### src/rtl/keyed_wdt.sv
module keyed_wdt #(
  parameter int          CNT_W   = 16,
  parameter int          PRE_W   = 8,
  parameter int          DLY_W   = 8,
  parameter int          UNL_LIM = 128,
  parameter logic [31:0] UNL_KEY = 32'h0818_1982,
  parameter logic [31:0] REF_KEY = 32'h20CF_FC20,
  parameter logic [CNT_W-1:0] TO_RST  = '1,
  parameter logic [CNT_W-1:0] WIN_RST = '0
) (
  input  logic        clk,
  input  logic        rst_n,
  input  logic        wr_en,
  input  logic [1:0]  addr,
  input  logic [31:0] wdata,
  output logic [31:0] rdata,
  input  logic        dbg_mode,
  input  logic        wait_mode,
  input  logic        stop_mode,
  output logic        irq,
  output logic        rst_req
);
  localparam int UNL_W = $clog2(UNL_LIM + 1);

  logic             en_q, upd_q, win_q, pre_q, ie_q, rdbg_q, rwait_q, rstop_q;
  logic [1:0]       csel_q, tst_q;
  logic [DLY_W-1:0] dcfg_q, dly_q;
  logic [CNT_W-1:0] to_q, wv_q, cnt_q;
  logic [PRE_W-1:0] pre_cnt;
  logic [UNL_W-1:0] unl_cnt;
  logic             unl_q, irqf_q, pend_q, rst_q;

  wire wr_ctl  = wr_en && addr == 2'd0;
  wire wr_to   = wr_en && addr == 2'd1;
  wire wr_win  = wr_en && addr == 2'd2;
  wire wr_cnt  = wr_en && addr == 2'd3;
  wire key_unl = wr_cnt && wdata == UNL_KEY;
  wire key_ref = wr_cnt && wdata == REF_KEY;
  wire key_bad = wr_cnt && !key_unl && !key_ref;
  wire cfg_wr  = unl_q && (wr_ctl || wr_to || wr_win);

  wire held    = (dbg_mode && !rdbg_q) || (wait_mode && !rwait_q) || (stop_mode && !rstop_q);
  wire run     = en_q && !pend_q && !rst_q && !held;
  wire tick    = run && (!pre_q || &pre_cnt);
  wire expire  = tick && cnt_q == to_q;
  wire early   = key_ref && en_q && win_q && cnt_q < wv_q;

  always_ff @(posedge clk or negedge rst_n) begin
    if (!rst_n) begin
      {en_q, win_q, pre_q, ie_q, rdbg_q, rwait_q, rstop_q} <= '0;
      upd_q  <= 1'b1;
      csel_q <= '0;
      tst_q  <= '0;
      dcfg_q <= '0;
      to_q   <= TO_RST;
      wv_q   <= WIN_RST;
    end else if (cfg_wr) begin
      if (wr_ctl) begin
        en_q    <= wdata[0];
        upd_q   <= wdata[1];
        win_q   <= wdata[2];
        pre_q   <= wdata[3];
        ie_q    <= wdata[4];
        rdbg_q  <= wdata[5];
        rwait_q <= wdata[6];
        rstop_q <= wdata[7];
        csel_q  <= wdata[9:8];
        tst_q   <= wdata[11:10];
        dcfg_q  <= wdata[16 +: DLY_W];
      end
      if (wr_to)  to_q <= wdata[CNT_W-1:0];
      if (wr_win) wv_q <= wdata[CNT_W-1:0];
    end
  end

  always_ff @(posedge clk or negedge rst_n) begin
    if (!rst_n) begin
      unl_q   <= 1'b0;
      unl_cnt <= '0;
    end else if (key_unl && upd_q) begin
      unl_q   <= 1'b1;
      unl_cnt <= '0;
    end else if (cfg_wr) begin
      unl_q   <= 1'b0;
    end else if (unl_q) begin
      if (unl_cnt == UNL_W'(UNL_LIM - 1)) unl_q <= 1'b0;
      else unl_cnt <= unl_cnt + 1'b1;
    end
  end

  always_ff @(posedge clk or negedge rst_n) begin
    if (!rst_n) begin
      cnt_q   <= '0;
      pre_cnt <= '0;
    end else if (key_ref && !early) begin
      cnt_q   <= '0;
      pre_cnt <= '0;
    end else if (run) begin
      if (pre_q) pre_cnt <= pre_cnt + 1'b1;
      if (tick && !expire) cnt_q <= cnt_q + 1'b1;
    end
  end

  always_ff @(posedge clk or negedge rst_n) begin
    if (!rst_n) begin
      irqf_q <= 1'b0;
      pend_q <= 1'b0;
      dly_q  <= '0;
      rst_q  <= 1'b0;
    end else begin
      if (expire && ie_q) begin
        irqf_q <= 1'b1;
        pend_q <= 1'b1;
        dly_q  <= dcfg_q;
      end else begin
        if (wr_ctl && wdata[31]) irqf_q <= 1'b0;
        if (pend_q && dly_q != '0) dly_q <= dly_q - 1'b1;
      end
      if (key_bad || early || (expire && !ie_q) || (pend_q && dly_q == '0))
        rst_q <= 1'b1;
    end
  end

  wire [31:0] ctl_rd = {irqf_q, unl_q, 6'b0, 8'(dcfg_q), 4'b0, tst_q, csel_q,
                        rstop_q, rwait_q, rdbg_q, ie_q, pre_q, win_q, upd_q, en_q};

  always_comb begin
    case (addr)
      2'd0:    rdata = ctl_rd;
      2'd1:    rdata = 32'(to_q);
      2'd2:    rdata = 32'(wv_q);
      default: rdata = 32'(cnt_q);
    endcase
  end

  assign irq     = irqf_q;
  assign rst_req = rst_q;
endmodule

### config.mk
export PLATFORM = sky130hd
export DESIGN_NAME = keyed_wdt
export DESIGN_NICKNAME = d
export VERILOG_FILES = /design/src/rtl/keyed_wdt.sv
export SDC_FILE = /design/constraint.sdc
export NUM_CORES = 1
export LEC_CHECK = 0
export BUFFER_PORTS_ARGS = -buffer_cell sky130_fd_sc_hd__clkbuf_2
export CAP_MARGIN = 5
export CORE_ASPECT_RATIO = 1.1
export CORE_UTILIZATION = 54
export CTS_BUF_LIST = sky130_fd_sc_hd__clkbuf_4
export DETAILED_ROUTE_END_ITERATION = 8
export HOLD_SLACK_MARGIN = 0.1
export PLACE_DENSITY_LB_ADDON = 0.3
export SYNTH_ARGS = -nofsm -noshare
export SYNTH_HDL_FRONTEND = slang
export SYNTH_SLANG_ARGS = --single-unit
### constraint.sdc
create_clock -name clk -period 2.2 [get_ports clk]
set_input_delay 0.11 -clock clk [delete_from_list [all_inputs] [get_ports clk]]
set_output_delay 0.11 -clock clk [all_outputs]
set_load 0.05 [all_outputs]
==> results.yml, run 1 <==
worst_setup_path:
  cp_slowest_cell: "dfrtp_1"
  critPathCaptureType: "flop"
  required_ns: 2.60
  cp-start-kind: "flop"
  rr_worst_depth: 9
  max_stage_delay_ns: 0.40
  worst-path-max-fanout: 3
  startpoint: "wv_q[6]"
  timing.critical_path.arrival_ns: 2.54
  r2r-start: "wv_q[6]"
  path_class: "flop to flop"
  critical_path.reg2reg.endpoint: "rst_req"
  setup.reg_to_reg.worst_slack_ns: 0.05
  worstSetupEndpoint: "rst_req"
  cp_cell_sequence: "inv_1, ha_1, and3_4, a221o_1, a221oi_2, buf_4, buf_4, nand4_1, nand3_1"
  crit_top_cell: "buf_4"
synthesis:
  count_of_flip_flops_with_a_built_in_enable_after_synthesis: 0
  synth_cell_types: 52
  syn_area_mm2: 0.00546
  synth.ff_latch_count: 96
  ys.flop_type: "dfrtp_1"
  asyncSetResetFlopFracSynth: 1.00
  seq_area_frac_synth: 0.444
  cells_after_synthesis: 506
  postSynthAreaPerCell_um2: 10.8
  yosys_warnings: 0
timing:
  fmax_mhz: 466
  max-slew-margin-rel: 0.662
  timing.final.setup_violations: 0
  post-route-period-util: 0.975
  fin_crit_ns: 2.15
  fin_worst_skew_ns: 0.0173
  fin_ws_ns: 0.0542
  tightest_slew_ns: 0.507
  drv_slew: 0
  hold_viol: 0
floorplan:
  die_x_um: 97.8
  dieArea_mm2: 0.0105
  die_height_um: 107
  boundaryPins: 74
  core_area_mm2: 0.00984
  initial_utilization: 0.554
  placementRows: 38
drt:
  drt_wl_total_mm: 13.9
  dr_total_vias: 4452
  initial_drc_count: 362
  routed_via_density: 5.97
  route.antenna.remaining_nets: 0
  firstDrtPassIters: 8
  wire_per_inst_um: 18.7
  drc: 14
place:
  gpl.final_weighted_congestion: 0.894
  worst_setup_slack_after_placement_ns: 0.0612
  detailedPlacementHpwl_mm: 10.2
  placement.io_buffers: 67
  dp.cells: 702
final_layout:
  filler_cell_count: 753
  util_after_layout: 0.662
  area_growth_pct: 19.5
  finish.cell_count_without_fillers: 746
  layout.cells.most_common: "dfrtp_1"
  layout_common_cells: "dfrtp_1, clkbuf_2, mux2_2"
  nNetsFinal: 681
  post_route_cells_drive_above_1_share: 0.339
  antenna_cells: 0
clocking:
  tritoncts: "done"
  cts.clk_slew.worst_paths_ns: 0.14
  insertion_delay_ns: 0.45
  clock_tree.htree_level_count: 3
  clk_path_buf_depth: 2
  numCtsBuffers: 9
  cts.sinks: 96
  cts_root_buf: "clkbuf_4"
power:
  design_power_total_w: 0.00282
  leakagePower_nw: 3.01
  power_density_mw_per_mm2: 432
  worst_ir_drop_vdd_v: 0.000262
global_route:
  grt_pass1_wl_mm: 22.3
  grt_max_degree: 37
  grt-ovfl-total: 0
  antenna_found_initial: 0
  grt_pass1_vias: 4511
  groute.usage.overall: 0.276
flow_run:
  max-cap-violations: 0
run_status:
  status: "complete, but fails checks"
  violations: "design-rule violations"
min_path:
  hold_class: "input pin to async pin"
-- cells in the mapped netlist, drive strengths merged, types with 2 or more instances --
library cell,instances,area share
buf,10,0.013
and3,6,0.0069
dfrtp,79,0.36
nor2b,4,0.0046
dfstp,17,0.082
nand3,12,0.011
nor2,47,0.033
inv,20,0.014
a22o,4,0.0064
clkbuf,15,0.010
or3,3,0.0034
nor4,13,0.018
xnor2,37,0.059
mux2,51,0.11
nand2,32,0.023
or4,2,0.0028
nor3,9,0.0083
mux4,12,0.050
o21ai,16,0.015
nor4b,2,0.0032
or3b,2,0.0037
nand4,23,0.026
and2,12,0.014
xor2,9,0.014
nand2b,5,0.0057
ha,20,0.046
a211oi,2,0.0028
mux2i,2,0.0037
a21oi,20,0.018
nor3b,3,0.0041
nor4bb,3,0.0055
-- what timing repair did --
action | in CTS | in global routing
gates resized for setup | 0 | 14
endpoints found under the setup margin | 0 | 25
hold buffers | 27 | 0
setup buffers | 0 | 1
hold endpoints to repair | 137 | 0
-- logic make-up (layout without fill, tap and decap cells) --
group / Yosys count / in the layout / share of synthesized area
AND/OR/NAND/NOR: 181 / 181 / 0.177
flip-flops: 96 / 96 / 0.444
multiplexers: 65 / 65 / 0.158
AO/OA/AOI/OAI: 52 / 52 / 0.0631
XOR/XNOR: 46 / 46 / 0.0739
buffers and inverters: 45 / 160 / 0.0367
adder cells (fa/ha/maj): 20 / 20 / 0.0459
other: 1 / 6 / 0.000687
-- routing by layer --
layer,wire [um],vias up,GRT usage
met1,5760,2238,0.353
met4,371,0,0.116
met3,652,32,0.0318
met2,7150,156,0.474
li1,-,2026,-
met5,0,-,0
-- state kept, by name, summed over array words and instances, names as in the netlist, 2 cells and up --
register and flops:
dcfg_q 8, dly_q 8, csel_q 2, wv_q 16
to_q 16, tst_q 2, cnt_q 16, unl_cnt 8
pre_cnt 8
-- power breakdown --
group / switching, W / total [W] / internal, W
Clock: 0.000594 / 0.000832 / 0.000237
Sequential: 0.0000000521 / 0.00177 / 0.00177
Combinational: 0.000133 / 0.000219 / 0.0000855
-- metrics by stage --
step	hold WS (ns)	instance area, um2	setup TNS [ns]
final	0.147	6520	0
after detailed placement	0.109	6070	0
after global routing	0.166	6520	-0.0716
after global placement	0.105	6070	0
after floorplan	-0.186	5480	0
after CTS	0.142	6450	0
-- worst min-delay path by stage --
stage                endpoint  cells past startpoint   from  slack (ns)
finish              dcfg_q[0]                      2  rst_n        0.15
CTS                 dcfg_q[0]                      2  rst_n        0.14
floorplan            cnt_q[0]                      0  rst_n       -0.19
global route        dcfg_q[0]                      2  rst_n        0.17
global placement    csel_q[1]                      1  rst_n        0.11
detailed placement  dcfg_q[0]                      1  rst_n        0.11
-- final cells by class --
type,count,area [um2],share of cell area
Clock buffer,10,75.1,0.0115
Clock inverter,6,36.3,0.00557
Inverter,20,75.1,0.0115
Multi-Input combinational cell,370,2900,0.445
Sequential cell,96,2420,0.372
Tap cell,120,150,0.0230
Timing Repair Buffer,124,853,0.131
-- critical path, delay by kind of cell, from the launching register on --
kind | cells | cell delay, ns
AOI/OAI and AO/OA | 2 | 0.65
adders and majority gates | 1 | 0.33
buffers and inverters | 3 | 0.31
DFF | 1 | 0.40
and+or+nand+nor | 3 | 0.41
No activity file was read; power rests on OpenSTA's default activity.
==> inputs of run 2 (changes only) <==
Settings changed: MAX_ROUTING_LAYER from default to met4, RECOVER_POWER from default to 25.
==> run 2 against run 1 <==
  * Non-clock buffer count did not move
  * Cell area down 0.33%
  * Sequential share of layout area increased by 0.12 points
  * Sequential power about the same
  * Sequential cell count stayed put
  * Clock-buffer cell count unchanged
  * The run still ends with design-rule violations left
  * Combinational power shrank 2%
  * Via count hardly changed
  * Routed wire length is 0.27% higher
  * Cell count stayed put
  * Register-to-register slack is essentially flat
  * Maximum frequency fell by 0.13%
  * Largest cell class unchanged
==> results.yml, run 2 (same netlist as run 1, synthesis figures left out) <==
floorplan:
  initial_utilization: 0.554
  die_height_um: 107
  boundaryPins: 74
  placementRows: 38
  die_x_um: 97.8
  core_area_mm2: 0.00984
  dieArea_mm2: 0.0105
timing:
  max-slew-margin-rel: 0.372
  fmax_mhz: 465
  fin_worst_skew_ns: 0.0131
  post-route-period-util: 0.977
  fin_crit_ns: 2.15
  drv_slew: 0
  fin_ws_ns: 0.0513
  timing.final.setup_violations: 0
  tightest_slew_ns: 0.942
  hold_viol: 0
place:
  placed_cell_area_mm2: 0.00607
  detailedPlacementHpwl_mm: 10.2
  gpl.final_weighted_congestion: 0.909
  worst_setup_slack_after_placement_ns: 0.0612
  placement.io_buffers: 67
final_layout:
  largestRegisters: "cnt_q (16), to_q (16), wv_q (16)"
  regArea_mm2: 0.00242
  multiInputGateArea_mm2: 0.00290
  filler_cell_count: 758
  antenna_cells: 0
  layout.cells.most_common: "dfrtp_1"
  layout_common_cells: "dfrtp_1, clkbuf_2, mux2_2"
  nNetsFinal: 681
  final_cell_area_mm2: 0.00650
  post_route_cells_drive_above_1_share: 0.337
  area_growth_pct: 19.1
clocking:
  tritoncts: "done"
  insertion_delay_ns: 0.45
  clock_tree.htree_level_count: 3
  cts.clk_slew.worst_paths_ns: 0.15
  numCtsBuffers: 9
  cts_root_buf: "clkbuf_4"
  cts.sinks: 96
  clk_path_buf_depth: 2
worst_setup_path:
  worst-path-max-fanout: 3
  crit_top_cell: "buf_4"
  cp_slowest_cell: "dfrtp_1"
  critPathCaptureType: "flop"
  cp_cell_sequence: "inv_1, ha_1, and3_4, a221o_1, a221oi_2, buf_4, buf_4, nand4_1, nand3_1"
  cp-start-kind: "flop"
  timing.critical_path.arrival_ns: 2.55
  required_ns: 2.60
  path_class: "flop to flop"
  max_stage_delay_ns: 0.41
drt:
  initial_drc_count: 434
  wire_per_inst_um: 18.7
  firstDrtPassIters: 7
  route.antenna.remaining_nets: 0
  routed_via_density: 5.96
  drt_wl_total_mm: 14.0
  dr_total_vias: 4448
  drc: 14
run_status:
  status: "complete, but fails checks"
  violations: "design-rule violations"
power:
  power_density_mw_per_mm2: 433
  leakagePower_nw: 3.00
  worst_ir_drop_vdd_v: 0.000262
global_route:
  grt-ovfl-total: 0
  grt_pass1_vias: 4508
  grt_pass1_wl_mm: 22.2
  groute.usage.overall: 0.283
  antenna_found_initial: 0
  grt_max_degree: 37
flow_run:
  max-cap-violations: 0
min_path:
  hold_class: "input pin to flop"
==> run 2: power breakdown <==
group	switching (W)	internal (W)
sequential	0.0000000556	0.00177
clock	0.000597	0.000237
combinational	0.000133	0.0000811
total	0.000730	0.00209
==> run 2: layout make-up <==
type	instances	area share
multi-input combinational	370	0.447
sequential	96	0.373
timing repair buffer	124	0.128
tap	120	0.0231
clock buffer	10	0.0116
inverter	20	0.0116
clock inverter	6	0.00558
==> run 2: worst paths after layout <==
check	start	end	slack, ns	cells after the start
max	wv_q[6]	rst_req	0.05	9
min	wdata[26]	rst_req	0.16	6
max reg2reg	wv_q[6]	rst_req	0.05	9
min reg2reg	irq	irq	0.52	2
max in group asynchronous	rst_n	cnt_q[2]	0.47	3
min in group asynchronous	rst_n	dcfg_q[0]	0.31	2
==> run 2: critical path: cells and delay by family (launching register included) <==
| kind | cells | cell delay (ns) |
|---|---|---|
| DFF | 1 | 0.41 |
| adders and majority gates | 1 | 0.32 |
| and+or+nand+nor | 3 | 0.41 |
| AOI/OAI and AO/OA | 2 | 0.65 |
| buffers and inverters | 3 | 0.31 |
==> run 2: repair_timing <==
action | CTS | global route
gates resized for setup | 0 | 14
setup endpoints to repair | 0 | 25
setup buffers | 0 | 1
hold buffers | 27 | 0
hold endpoints to repair | 137 | 0
==> run 2: per-stage QoR <==
step	total power, W	utilization	setup TNS, ns	hold slack, ns	cells
final	0.00282	0.660	0	0.159	746
after global routing	0.00291	0.660	-0.0716	0.166	746
after CTS	0.00284	0.655	0	0.142	745
after detailed placement	0.00198	0.617	0	0.109	702
after global placement	0.00198	0.617	0	0.105	702
after floorplan	0.00187	-	0	-0.186	511
==> run 2: per-layer routing <==
metal	GRT usage	share of wire
met3	0.0318	0.051
met4	0.116	0.031
met2	0.475	0.50
met5	-	0
met1	0.353	0.41
==> inputs of run 3 (changes only) <==
Settings changed: MAX_ROUTING_LAYER met4 to default.
==> run 3 against run 2 <==
  * The flow still finishes with violations (design-rule violations)
  * Die area unchanged
  * First-iteration DRC count decreased by 17%
  * Combinational power about the same
  * Worst hold slack improved by 0.018 ns
  * Maximum frequency increased by 0.11%
  * Via count increased by 0.70%
  * Clock skew increased by 0.0042 ns
  * Register-to-register slack about the same
  * Sequential power about the same
  * Sequential share of layout area unchanged
==> results.yml, run 3 (same netlist as run 1, synthesis figures left out) <==
power:
  leakagePower_nw: 3.00
  worst_ir_drop_vdd_v: 0.000262
  power_density_mw_per_mm2: 432
global_route:
  grt_pass1_wl_mm: 22.3
  groute.usage.overall: 0.276
  grt-ovfl-total: 0
  antenna_found_initial: 0
  grt_pass1_vias: 4511
  grt_max_degree: 37
clocking:
  cts_root_buf: "clkbuf_4"
  cts.clk_slew.worst_paths_ns: 0.14
  clock_tree.htree_level_count: 3
  tritoncts: "done"
  cts.sinks: 96
  insertion_delay_ns: 0.45
  clk_path_buf_depth: 2
  numCtsBuffers: 9
worst_setup_path:
  max_stage_delay_ns: 0.40
  timing.critical_path.arrival_ns: 2.54
  required_ns: 2.59
  rr_worst_depth: 9
  setup.reg_to_reg.worst_slack_ns: 0.05
  critPathCaptureType: "flop"
  r2r-start: "wv_q[6]"
  cp_cell_sequence: "inv_1, ha_1, and3_4, a221o_1, a221oi_2, buf_4, buf_4, nand4_1, nand3_1"
  cp_slowest_cell: "dfrtp_1"
  crit_top_cell: "buf_4"
  worst-path-max-fanout: 3
  timing.critical_path.buf_inv: 3
  cp-start-kind: "flop"
  path_class: "flop to flop"
  timing.critical_path.max_delay_family: "compound AO/OA/AOI/OAI gates"
  critical_path.reg2reg.endpoint: "rst_req"
final_layout:
  final_cell_area_mm2: 0.00650
  layout_common_cells: "dfrtp_1, clkbuf_2, mux2_2"
  util_after_layout: 0.660
  largestRegisters: "cnt_q (16), to_q (16), wv_q (16)"
  nNetsFinal: 681
  area_growth_pct: 19.1
  post_route_cells_drive_above_1_share: 0.337
  antenna_cells: 0
  finish.cell_count_without_fillers: 746
  layout.cells.most_common: "dfrtp_1"
timing:
  drv_slew: 0
  timing.final.setup_violations: 0
  max-slew-margin-rel: 0.376
  post-route-period-util: 0.976
  hold_viol: 0
  fmax_mhz: 466
  hold-worst-slack_ns: 0.178
  tightest_slew_ns: 0.935
  fin_worst_skew_ns: 0.0173
  fin_ws_ns: 0.0537
  fin_crit_ns: 2.15
run_status:
  violations: "design-rule violations"
  status: "complete, but fails checks"
min_path:
  hold-path-endpoint: "rst_req"
  worst_hold_startpoint: "wdata[26]"
  min_delay_path_depth: 6
  hold_class: "input pin to flop"
floorplan:
  initial_utilization: 0.554
  boundaryPins: 74
  die_height_um: 107
  core_area_mm2: 0.00984
  die_x_um: 97.8
  placementRows: 38
  dieArea_mm2: 0.0105
place:
  detailedPlacementHpwl_mm: 10.2
  gpl.final_weighted_congestion: 0.894
  placed_cell_area_mm2: 0.00607
  dp.cells: 702
  worst_setup_slack_after_placement_ns: 0.0612
  placement.io_buffers: 67
drt:
  drc: 14
  route.antenna.remaining_nets: 0
  routed_via_density: 6.00
  initial_drc_count: 362
  firstDrtPassIters: 7
  dr_total_vias: 4479
  wire_per_inst_um: 18.6
  drt_wl_total_mm: 13.9
flow_run:
  max-cap-violations: 0
## run 3: cell counts in the layout (fill, tap and decap cells not counted)
Identical to the previous run, type by type.
## run 3: area by class of cell
type / instances / area, um2
multi-input combinational: 370 / 2900
tap: 120 / 150
fill: 758 / 3340
sequential: 96 / 2420
timing repair buffer: 124 / 832
inverter: 20 / 75.1
clock buffer: 10 / 75.1
clock inverter: 6 / 36.3
## run 3: report_power, final
group / total (W) / internal [W] / switching, W
logic: 0.000213 / 0.0000811 / 0.000132
clock network: 0.000830 / 0.000237 / 0.000592
registers: 0.00177 / 0.00177 / 0.0000000521
total: 0.00281 / 0.00209 / 0.000724
## run 3: worst max-delay path by stage
stage,from,to,slack (ns),cells past startpoint
after floorplan,rst_req,pre_cnt[6],0.08,7
after global placement,cnt_q[15],pre_cnt[0],0.11,7
after detailed placement,cnt_q[15],pre_cnt[0],0.06,7
after CTS,cnt_q[15],pre_cnt[0],0.03,7
after global routing,cnt_q[15],pre_cnt[2],-0.02,7
final,wv_q[6],rst_req,0.05,9
## run 3: through the flow
step / TNS [ns] / total power (W)
global route: -0.0716 / 0.00291
CTS: 0 / 0.00284
floorplan: 0 / 0.00187
finish: 0 / 0.00281
global placement: 0 / 0.00198
detailed placement: 0 / 0.00198
## run 3: timing repair
| action | in CTS | in global routing |
|---|---|---|
| resized for setup | 0 | 14 |
| endpoints found under the setup margin | 0 | 25 |
| buffers inserted | 0 | 1 |
| hold buffers | 27 | 0 |
| endpoints found under the hold margin | 137 | 0 |
## run 3: layer usage
| layer | up-vias | track usage | share of wire |
|---|---|---|---|
| met5 | - | 0 | 0 |
| met3 | 36 | 0.0318 | 0.049 |
| li1 | 2032 | - | - |
| met1 | 2241 | 0.353 | 0.41 |
| met4 | 0 | 0.116 | 0.027 |
| met2 | 170 | 0.474 | 0.51 |
## run 3: worst register-to-register path, delay by kind of cell, from the launching register on
family          cells  cell delay (ns)
flops               1             0.40
compound gates      2             0.65
buf+inv             3             0.31
simple gates        3             0.41
fa+ha+maj           1             0.33
